**config.mk**
```make
export PLATFORM = sky130hd
export DESIGN_NAME = mersenne_inverter
export DESIGN_NICKNAME = d
export VERILOG_FILES = /design/src/rtl/mi_pkg.sv /design/src/rtl/mi_rotl.sv /design/src/rtl/mi_addmod.sv /design/src/rtl/mersenne_inverter.sv
export SDC_FILE = /design/constraint.sdc
export NUM_CORES = 1
export LEC_CHECK = 0
export BUFFER_PORTS_ARGS = -buffer_cell sky130_fd_sc_hd__buf_2
export CAP_MARGIN = 40
export CORE_MARGIN = 2
export CORE_UTILIZATION = 29
export DETAILED_ROUTE_END_ITERATION = 8
export PLACE_DENSITY_LB_ADDON = 0.2
export SLEW_MARGIN = 40
export SYNTH_ARGS = -nofsm -noshare
export SYNTH_HDL_FRONTEND = slang
export SYNTH_SLANG_ARGS = --single-unit
```
**constraint.sdc**
```tcl
create_clock -name clk -period 5.2 [get_ports clk]
set_clock_uncertainty 0.15 [all_clocks]
set_input_delay 0.52 -clock clk [delete_from_list [all_inputs] [get_ports clk]]
set_output_delay 0.52 -clock clk [all_outputs]
set_load 0.005 [all_outputs]
```
**src/rtl/mi_pkg.sv**
```systemverilog
// Package: shared state type for the Mersenne modular inverter.
// Assumes nothing beyond a two-state control flow (idle / running).
package mi_pkg;
    typedef enum logic {
        MI_IDLE = 1'b0,
        MI_RUN  = 1'b1
    } mi_state_t;
endpackage

```
**src/rtl/mi_rotl.sv**
```systemverilog
// mi_rotl: left rotation of a W-bit word by AMT positions.
// Multiplying by 2^k modulo 2^W-1 equals rotating left by k.
// Assumes amt < W; larger values are not produced by the caller.
module mi_rotl #(
    parameter int W  = 7,
    parameter int SW = 3
) (
    input  logic [W-1:0]  din,
    input  logic [SW-1:0] amt,
    output logic [W-1:0]  dout
);
    logic [2*W-1:0] dbl;

    // Rotate by shifting a doubled copy and keeping the upper half.
    always_comb begin
        dbl  = {din, din} << amt;
        dout = dbl[2*W-1:W];
    end
endmodule

```
**src/rtl/mi_addmod.sv**
```systemverilog
// mi_addmod: addition modulo 2^W-1 with an end-around carry.
// Assumes both inputs are canonical (never all ones); the output is
// canonical too, because an all-ones sum is folded to zero.
module mi_addmod #(
    parameter int W = 7
) (
    input  logic [W-1:0] a,
    input  logic [W-1:0] b,
    output logic [W-1:0] s
);
    logic [W:0]   raw;
    logic [W-1:0] wrap;

    // Add, feed the carry back into bit 0, then fold all ones to zero.
    always_comb begin
        raw  = {1'b0, a} + {1'b0, b};
        wrap = raw[W-1:0] + {{(W-1){1'b0}}, raw[W]};
        s    = (&wrap) ? '0 : wrap;
    end
endmodule

```
**src/rtl/mersenne_inverter.sv**
```systemverilog
// mersenne_inverter: inverse of x modulo P = 2^Q-1 by relational reduction.
// Uses only shifts, rotations and additions. One zero bit of y is
// stripped per clock; each scale-and-update round takes one clock.
// Assumes P is prime, so every nonzero residue has an inverse.
module mersenne_inverter
    import mi_pkg::*;
#(
    parameter int Q      = 7,
    parameter int ITER_W = Q + 3
) (
    input  logic              clk,
    input  logic              rst_n,
    input  logic              start,
    input  logic [Q-1:0]      x_in,
    output logic              busy,
    output logic              done,
    output logic              err,
    output logic [Q-1:0]      inv_out,
    output logic [ITER_W-1:0] iter_out
);
    localparam int          EW   = $clog2(Q + 1);
    localparam logic [Q-1:0] PMOD = {Q{1'b1}};

    mi_state_t   state;
    logic [Q-1:0] acc_a, acc_b;
    logic [Q:0]   wy, wz;
    logic [EW-1:0] ecnt;
    logic [ITER_W-1:0] rounds;

    logic [Q-1:0]  x_red;
    logic [EW-1:0] rot_amt;
    logic [Q-1:0]  a_rot;
    logic [Q-1:0]  a_sum;

    // Reduce the operand: the all-ones code is congruent to zero.
    always_comb x_red = (x_in == PMOD) ? '0 : x_in;

    // Rotation amount (Q - e) mod Q; e never exceeds Q.
    always_comb rot_amt = (ecnt == '0 || ecnt == EW'(Q)) ? '0 : EW'(Q) - ecnt;

    mi_rotl #(.W(Q), .SW(EW)) u_rot (
        .din  (acc_a),
        .amt  (rot_amt),
        .dout (a_rot)
    );

    mi_addmod #(.W(Q)) u_add (
        .a (a_rot),
        .b (acc_b),
        .s (a_sum)
    );

    // Busy while the reduction loop is running.
    always_comb busy = (state == MI_RUN);

    // Control and datapath: load, strip, scale-and-update, finish.
    always_ff @(posedge clk) begin
        if (!rst_n) begin
            state    <= MI_IDLE;
            acc_a    <= '0;
            acc_b    <= '0;
            wy       <= '0;
            wz       <= '0;
            ecnt     <= '0;
            rounds   <= '0;
            done     <= 1'b0;
            err      <= 1'b0;
            inv_out  <= '0;
            iter_out <= '0;
        end else begin
            done <= 1'b0;
            unique case (state)
                MI_IDLE: begin
                    if (start) begin
                        acc_a  <= Q'(1);
                        acc_b  <= '0;
                        wy     <= {1'b0, x_red};
                        wz     <= {1'b0, PMOD};
                        ecnt   <= '0;
                        rounds <= ITER_W'(1);
                        state  <= MI_RUN;
                    end
                end
                MI_RUN: begin
                    if (wy == '0) begin
                        err      <= 1'b1;
                        inv_out  <= '0;
                        iter_out <= rounds;
                        done     <= 1'b1;
                        state    <= MI_IDLE;
                    end else if (!wy[0]) begin
                        wy   <= wy >> 1;
                        ecnt <= ecnt + EW'(1);
                    end else if (wy == (Q+1)'(1)) begin
                        err      <= 1'b0;
                        inv_out  <= a_rot;
                        iter_out <= rounds;
                        done     <= 1'b1;
                        state    <= MI_IDLE;
                    end else begin
                        acc_a  <= a_sum;
                        acc_b  <= a_rot;
                        wy     <= wy + wz;
                        wz     <= wy;
                        ecnt   <= '0;
                        rounds <= rounds + ITER_W'(1);
                    end
                end
                default: state <= MI_IDLE;
            endcase
        end
    end
endmodule

```
======== Yosys cells after proc, flatten, opt, wreduce, memory -nomap -nowiden ========
Index checks and enable logic that the tools add are counted.
word-level totals
  register bits ........................... 63
  input port bits ......................... 10
  word-level logic and storage cells ...... 89
cells by class
  $add $sub $neg .......................... 6
  eq/ne operators ......................... 8
  shift-type cells ........................ 1
  muxes and demuxes ....................... 50
  bitwise gates (word level) .............. 1
  reductions and logical operators ........ 11
operators with widths
  kind                                                 count
  2-to-1 mux 7 bit                                     13
  2-to-1 mux 10 bit                                    7
  2-to-1 mux 8 bit                                     8
  case mux 8 bit (2 select lines)                      2
  case mux 7 bit (2 select lines)                      2
  case mux 10 bit (2 select lines)                     1
  2-to-1 mux 3 bit                                     5
  << shifter 14 x 3 -> 14 bit                          1
  adder 10 x 1 -> 10 bit, second input constant        1
  2-to-1 mux 1 bit                                     10
  adder 7 x 7 -> 8 bit                                 1
  adder 8 bit                                          1
  equality test 8 x 1 -> 1 bit, second input constant  1
  logical NOT 8 bit                                    1
  adder 7 x 1 -> 7 bit                                 1
  equality test 7 bit, second input constant           1
  AND reduction 7 bit                                  1
  inequality test 2 bit, second input constant         3
  case mux 3 bit (2 select lines)                      1
  AND reduction 3 bit                                  2
  AND reduction 2 bit                                  2
  AND reduction 4 bit                                  1
  nonzero test 2 bit                                   2
  adder 3 x 1 -> 3 bit, second input constant          1
  8 further kinds                                      8

======== Longest topological paths before layout ========
  depth in word-level cells ............... 12
  depth in mapped cells ................... 21
  mapped depth without buffers ............ 21

======== Modules after synthesis ========
From an unflattened synthesis, not the netlist that was laid out.
second synthesis, totals
  cells, all modules ...................... 422
  area total of the unflattened synthesis .. 3837.4 µm²
modules (own cells, without submodules)
  module             times used  cells each  area each (µm²)  seq. area each (µm²)
  mersenne_inverter  1           329         2911.5           1261.2
  mi_addmod          1           76          636.9            0.0
  mi_rotl            1           17          289.0            0.0

======== Least setup slack after synthesis ========
Ideal clock, no wire load.
  path type ............................... reg-to-reg
  from .................................... register ecnt[0]
  to ...................................... register acc_a[5]
  setup time .............................. 0.117 ns
  arrival ................................. 4.666 ns
  required time ........................... 4.933 ns
  setup slack ............................. 0.266 ns
  stages on the path, launching flop included .. 20
  path buffers ............................ 0
  period minus slack after synthesis ...... 4.934 ns
  path through ............................ dfxtp_1 -> inv_1 -> ha_1 -> mux2_2 -> nor2_2 -> mux4_2 -> mux2i_1 -> inv_1 -> ha_1 -> a211o_1 -> nand2_1 -> o21ai_0 -> o21ai_0 -> nand2b_1 -> ha_1 -> ha_1 -> xnor2_1 -> or3_4 -> or4_4 -> a32o_1
on the way
  word-level cells in the longest chain between the ends .. 12
  elaborated cells on any way between the ends .. 14
  those cells by class .................... add/sub: 3; eq/ne: 1; shift: 1; mux: 6; reduce/logical: 3
ends and longest elaborated chain
  item                                                                      line                      source
  start, declared                                                           mersenne_inverter.sv:27   logic [EW-1:0] ecnt;
  start signal, assigned                                                    mersenne_inverter.sv:93   ecnt <= ecnt + EW'(1);
  parallel branches: the longest is 2 deep, another holds subtractor 3 bit  n/a
  2-to-1 mux 3 bit *                                                        mersenne_inverter.sv:39   always_comb rot_amt = (ecnt == '0 || ecnt == EW'(Q)) ? '0 : EW'(Q) - ecnt;
  << shifter 14 x 3 -> 14 bit *                                             mi_rotl.sv:16             dbl = {din, din} << amt;
  adder 7 x 7 -> 8 bit *                                                    mi_addmod.sv:16           raw = {1'b0, a} + {1'b0, b};
  adder 7 x 1 -> 7 bit *                                                    mi_addmod.sv:17           wrap = raw[W-1:0] + {{(W-1){1'b0}}, raw[W]};
  AND reduction 7 bit                                                       mi_addmod.sv:18           s = (&wrap) ? '0 : wrap;
  2-to-1 mux 7 bit *                                                        mi_addmod.sv:18
  2-to-1 mux 7 bit *                                                        mersenne_inverter.sv:94   end else if (wy == (Q+1)'(1)) begin
  2-to-1 mux 7 bit *                                                        mersenne_inverter.sv:91   end else if (!wy[0]) begin
  2-to-1 mux 7 bit *                                                        mersenne_inverter.sv:85   if (wy == '0) begin
  case mux 7 bit (2 select lines) *                                         mersenne_inverter.sv:72   unique case (state)
  end signal, assigned                                                      mersenne_inverter.sv:101  acc_a <= a_sum;
  end, declared                                                             mersenne_inverter.sv:25   logic [Q-1:0] acc_a, acc_b;
Mark *: on every way between the ends. The select of a mux whose other input is x is not followed.
A chain may end at the register's enable or synchronous reset.

======== Worst setup path after layout ========
  from .................................... register ecnt[1]
  to ...................................... register acc_a[1]
The elaborated chain is that of the path after synthesis.

==> Implementation_results.wiki <==
{| class="wikitable"
! Metric !! Value
|-
| Crit path kind || flop to flop
|-
| Largest net degree at the start of global routing || 27
|-
| Port Buffer Count || 29
|-
| Launching element type of the critical path || flop
|-
| WHS || 0.3016 ns
|-
| Critical Path Max Stage Delay || approximately 0.54 ns
|-
| Antenna fix cells || 0
|-
| Top post-synthesis cells by area || dfxtp_1 (37%), ha_1 (7.7%), mux2i_1 (5.9%)
|-
| Remaining global-route overflow || 0
|-
| Wire length per cell after detailed routing || 14.83 um
|-
| Buf+Inv Stages, Crit Path || 3
|-
| Routed wl met2 || 3991 um
|-
| Library cell with the highest instance count after synthesis || dfxtp_1
|-
| Worst-path cell with the longest stage delay || mux4_2
|-
| Post-route total power || around 1.4 mW
|-
| Vias/cell || 5.220
|-
| Max Cap Violations || 0
|-
| R2R setup slack || about 0.23 ns
|-
| Family of cells with the greatest summed delay on the critical path || simple AND/OR/NAND/NOR gates
|-
| Post-Route WL || between 8000 and 9000 um
|-
| IO Count || 30
|-
| Count of distinct cell types in the synthesized netlist || 60
|-
| Worst reg2reg path depth || 20
|-
| Synthesized net count || 422
|-
| RSZ-0062 raised after global routing || no
|-
| Reg-to-reg endpoint || acc_a[1]
|-
| Worst hold path startpoint || iter_out[1]
|-
| Sequential-to-total area share from yosys stat || 0.3692
|-
| Slew at the pin closest to its max-slew limit || 0.7680 ns
|-
| Number of hold violations in the final report || 0
|-
| Cell type with the highest aggregate area in the netlist || dfxtp_1
|-
| Final weighted congestion in routability-driven placement || 0.7895
|-
| Clock-pin slew reported for the worst setup and hold paths after clock tree synthesis || around 0.060 ns
|-
| Initial Util || 0.2979
|-
| Hold endpoint || iter_out[1]
|-
| First-pass detailed-route iteration total || 5
|-
| Antenna violations before repair || 0
|-
| Worst path cell trace || inv_1 > ha_1 > mux2_2 > nor2_4 > buf_12 > mux4_2 > mux2i_2 > inv_1 > ha_2 > and3_1 > a21oi_1 > o21ai_1 > o21ai_1 > nand2b_1 > ha_1 > ha_1 > xnor2_1 > or3_4 > or4_4 > a32o_1
|-
| Share of synthesized flip-flops with an asynchronous set or reset || 0
|-
| Die Area || 12660 um^2
|-
| Horizontal die dimension || 112.5 um
|-
| Final antenna-violating net count || 0
|-
| Share of the clock period used by the worst path after layout || 0.9560
|-
| Highest attainable clock frequency || 201.2 MHz
|-
| Number of global-route vias before repair || 2945
|-
| R2R Path Start || ecnt[1]
|-
| Proportion of netlist area held by the largest area contributor || 0.3692
|-
| Vias after detailed routing || 3012
|-
| Highest metal layer with signal wires || met4
|-
| Number of CTS-inserted buffers || 9
|-
| Final Max Slew Viols || 0
|-
| Yosys warnings || 0
|-
| Cells on Worst Hold Path || 2
|-
| Worst slew margin relative to its limit || 0.4867
|-
| Global-route wire length before repair || between 10000 and 15000 um
|-
| Run status || completed
|-
| Number of clock sinks seen by CTS || between 60 and 70
|-
| Most used flip-flop cell after synthesis || dfxtp_1
|-
| Capturing element type of the critical path || flop
|-
| Number of setup violations in the final report || 0
|-
| Worst path setup slack after routing || 0.2287 ns
|-
| Worst Path Max Fanout || 8
|-
| Cell type with the highest occurrence count on the critical path || ha_1
|-
| Layout-stage area growth over the synthesis result || 21.69%
|-
| Worst EP arrival || 5.04 ns
|-
| Layout cells sized above 1 || 0.1982
|-
| Pwr dens || 330.0 nW/um^2
|-
| Worst hold path type || flop to flop
|-
| Row count || 39
|-
| CTS Root Cell || clkbuf_16
|-
| Worst setup slack before clock tree synthesis || 0.1186 ns
|-
| Most numerous cell types in the synthesized netlist || dfxtp_1 (63), nand2_1 (45), nor2_1 (34), o21ai_0 (23), a21oi_1 (22)
|-
| Maximum level of the CTS H-tree || 3
|-
| Accumulated negative setup slack || 0 ns
|-
| Met3 WL post-DR || approximately 250 um
|-
| Highest ir drop seen on vdd || 0.2062 mV
|-
| DRC || 0
|-
| Clk buf depth || 2
|-
| Required @ worst endpoint || between 5 and 6 ns
|-
| Die outline height || approximately 110 um
|-
| Placeable core region || approximately 11000 um^2
|-
| Post-Syn Area || 3416 um^2
|-
| Number of instances in the synthesized netlist || 389
|-
| Number of enable flip-flop cells after synthesis || 0
|-
| Static Leakage || 1.683 nW
|-
| CTS tree || yes
|-
| Routed metal-1 wirelength || 4103 um
|-
| Clock latency on the worst-skew pair || around 0.33 ns
|-
| #FFs+latches synth || 63
|-
| Placed wire-length estimate after detailed placement || 6138 um
|-
| Overall routing resource usage || 0.1406
|-
| Net count reported at finish || 462
|-
| First DRT Iteration DRCs || 198
|-
| Minimum clock period || roughly 5.0 ns
|-
| Post-cts hold buffer count || 0
|-
| Average cell area after synthesis || 8.781 um^2
|}
where the power goes:
part	total, mW	internal (mW)	switching, mW
logic	0.201	0.0835	0.117
clock network	0.648	0.420	0.228
registers	0.523	0.502	0.0203
cell families after synthesis:
group / synth area share
compound gates: 0.1908
xor+xnor: 0.05385
fa+ha+maj: 0.08864
buf+inv: 0.03296
flops: 0.3692
mux: 0.06850
simple gates: 0.1960
metal layers:
| layer | GRT usage | vias to the layer above |
|---|---|---|
| met2 | 0.2309 | 48 |
| met1 | 0.1772 | 1443 |
| met3 | 0.03186 | 20 |
| met5 | 0 | - |
| met4 | 0.06098 | 0 |
| li1 | - | 1501 |
cells in the final DEF, fill, tap and decap left out, types with 3 or more instances in the layout:
master,count
o221a_2,6
xor2_1,12
o21ai_0,21
nand4_1,4
nand2_1,45
clkbuf_16,9
a211oi_1,5
xnor2_1,9
nand3_1,18
inv_1,17
buf_4,11
a21oi_1,22
mux2i_2,4
nand3b_1,3
a222oi_1,4
a211o_1,3
a32o_1,3
a22oi_1,4
dfxtp_1,62
nor3_1,7
o211ai_1,3
buf_2,29
ha_1,19
nor2_2,3
mux2i_1,16
and3_1,4
nor2_1,31
tightest hold or removal path: cells and delay by family (launching register included):
family | cells | cell delay, ns
AOI/OAI and AO/OA | 1 | 0.05
DFF | 1 | 0.30
and+or+nand+nor | 1 | 0.05
through the flow:
| step | instance area [um^2] | util | std cells |
|---|---|---|---|
| after global routing | 4156 | 0.3625 | 577 |
| after detailed placement | 3782 | 0.3298 | 558 |
| after CTS | 4105 | 0.3580 | 574 |
| final | 4156 | 0.3625 | 577 |
| after global placement | 3775 | 0.3292 | 558 |
| after floorplan | 3416 | - | 389 |
sequential cells by signal, summed over array words and instances, names as in the netlist:
| register | count |
|---|---|
| busy | 1 |
| acc_b | 7 |
| wz | 8 |
| rounds | 10 |
| ecnt | 3 |
| iter_out | 10 |
| inv_out | 7 |
| wy | 8 |
| acc_a | 7 |
| done | 1 |
| err | 1 |
timing repair:
action,4_1_cts,5_1_grt
setup buffers,0,3
endpoints found under the setup margin,0,7
resized for setup,0,11
layout make-up:
cell class / instances / area [um^2]
clock buffers: 9 / 225.2
clock inverters: 7 / 97.59
fillers: 1159 / 7311
inverters: 18 / 67.56
multi-input cells: 296 / 2074
flip-flops and latches: 63 / 1265
well taps: 143 / 178.9
repair buffers: 41 / 247.7
worst max-delay path by stage:
stage                        from  endpoint  slack, ns  depth (start not counted)
after floorplan           ecnt[0]  acc_a[5]       0.27                         19
after global placement    ecnt[0]  acc_a[5]       0.22                         20
after detailed placement  ecnt[0]  acc_a[5]       0.12                         20
after CTS                 ecnt[0]  acc_a[5]       0.08                         20
after global routing      ecnt[0]  acc_a[1]       0.03                         21
final                     ecnt[1]  acc_a[1]       0.23                         20
(Power assumes the default switching activity.)
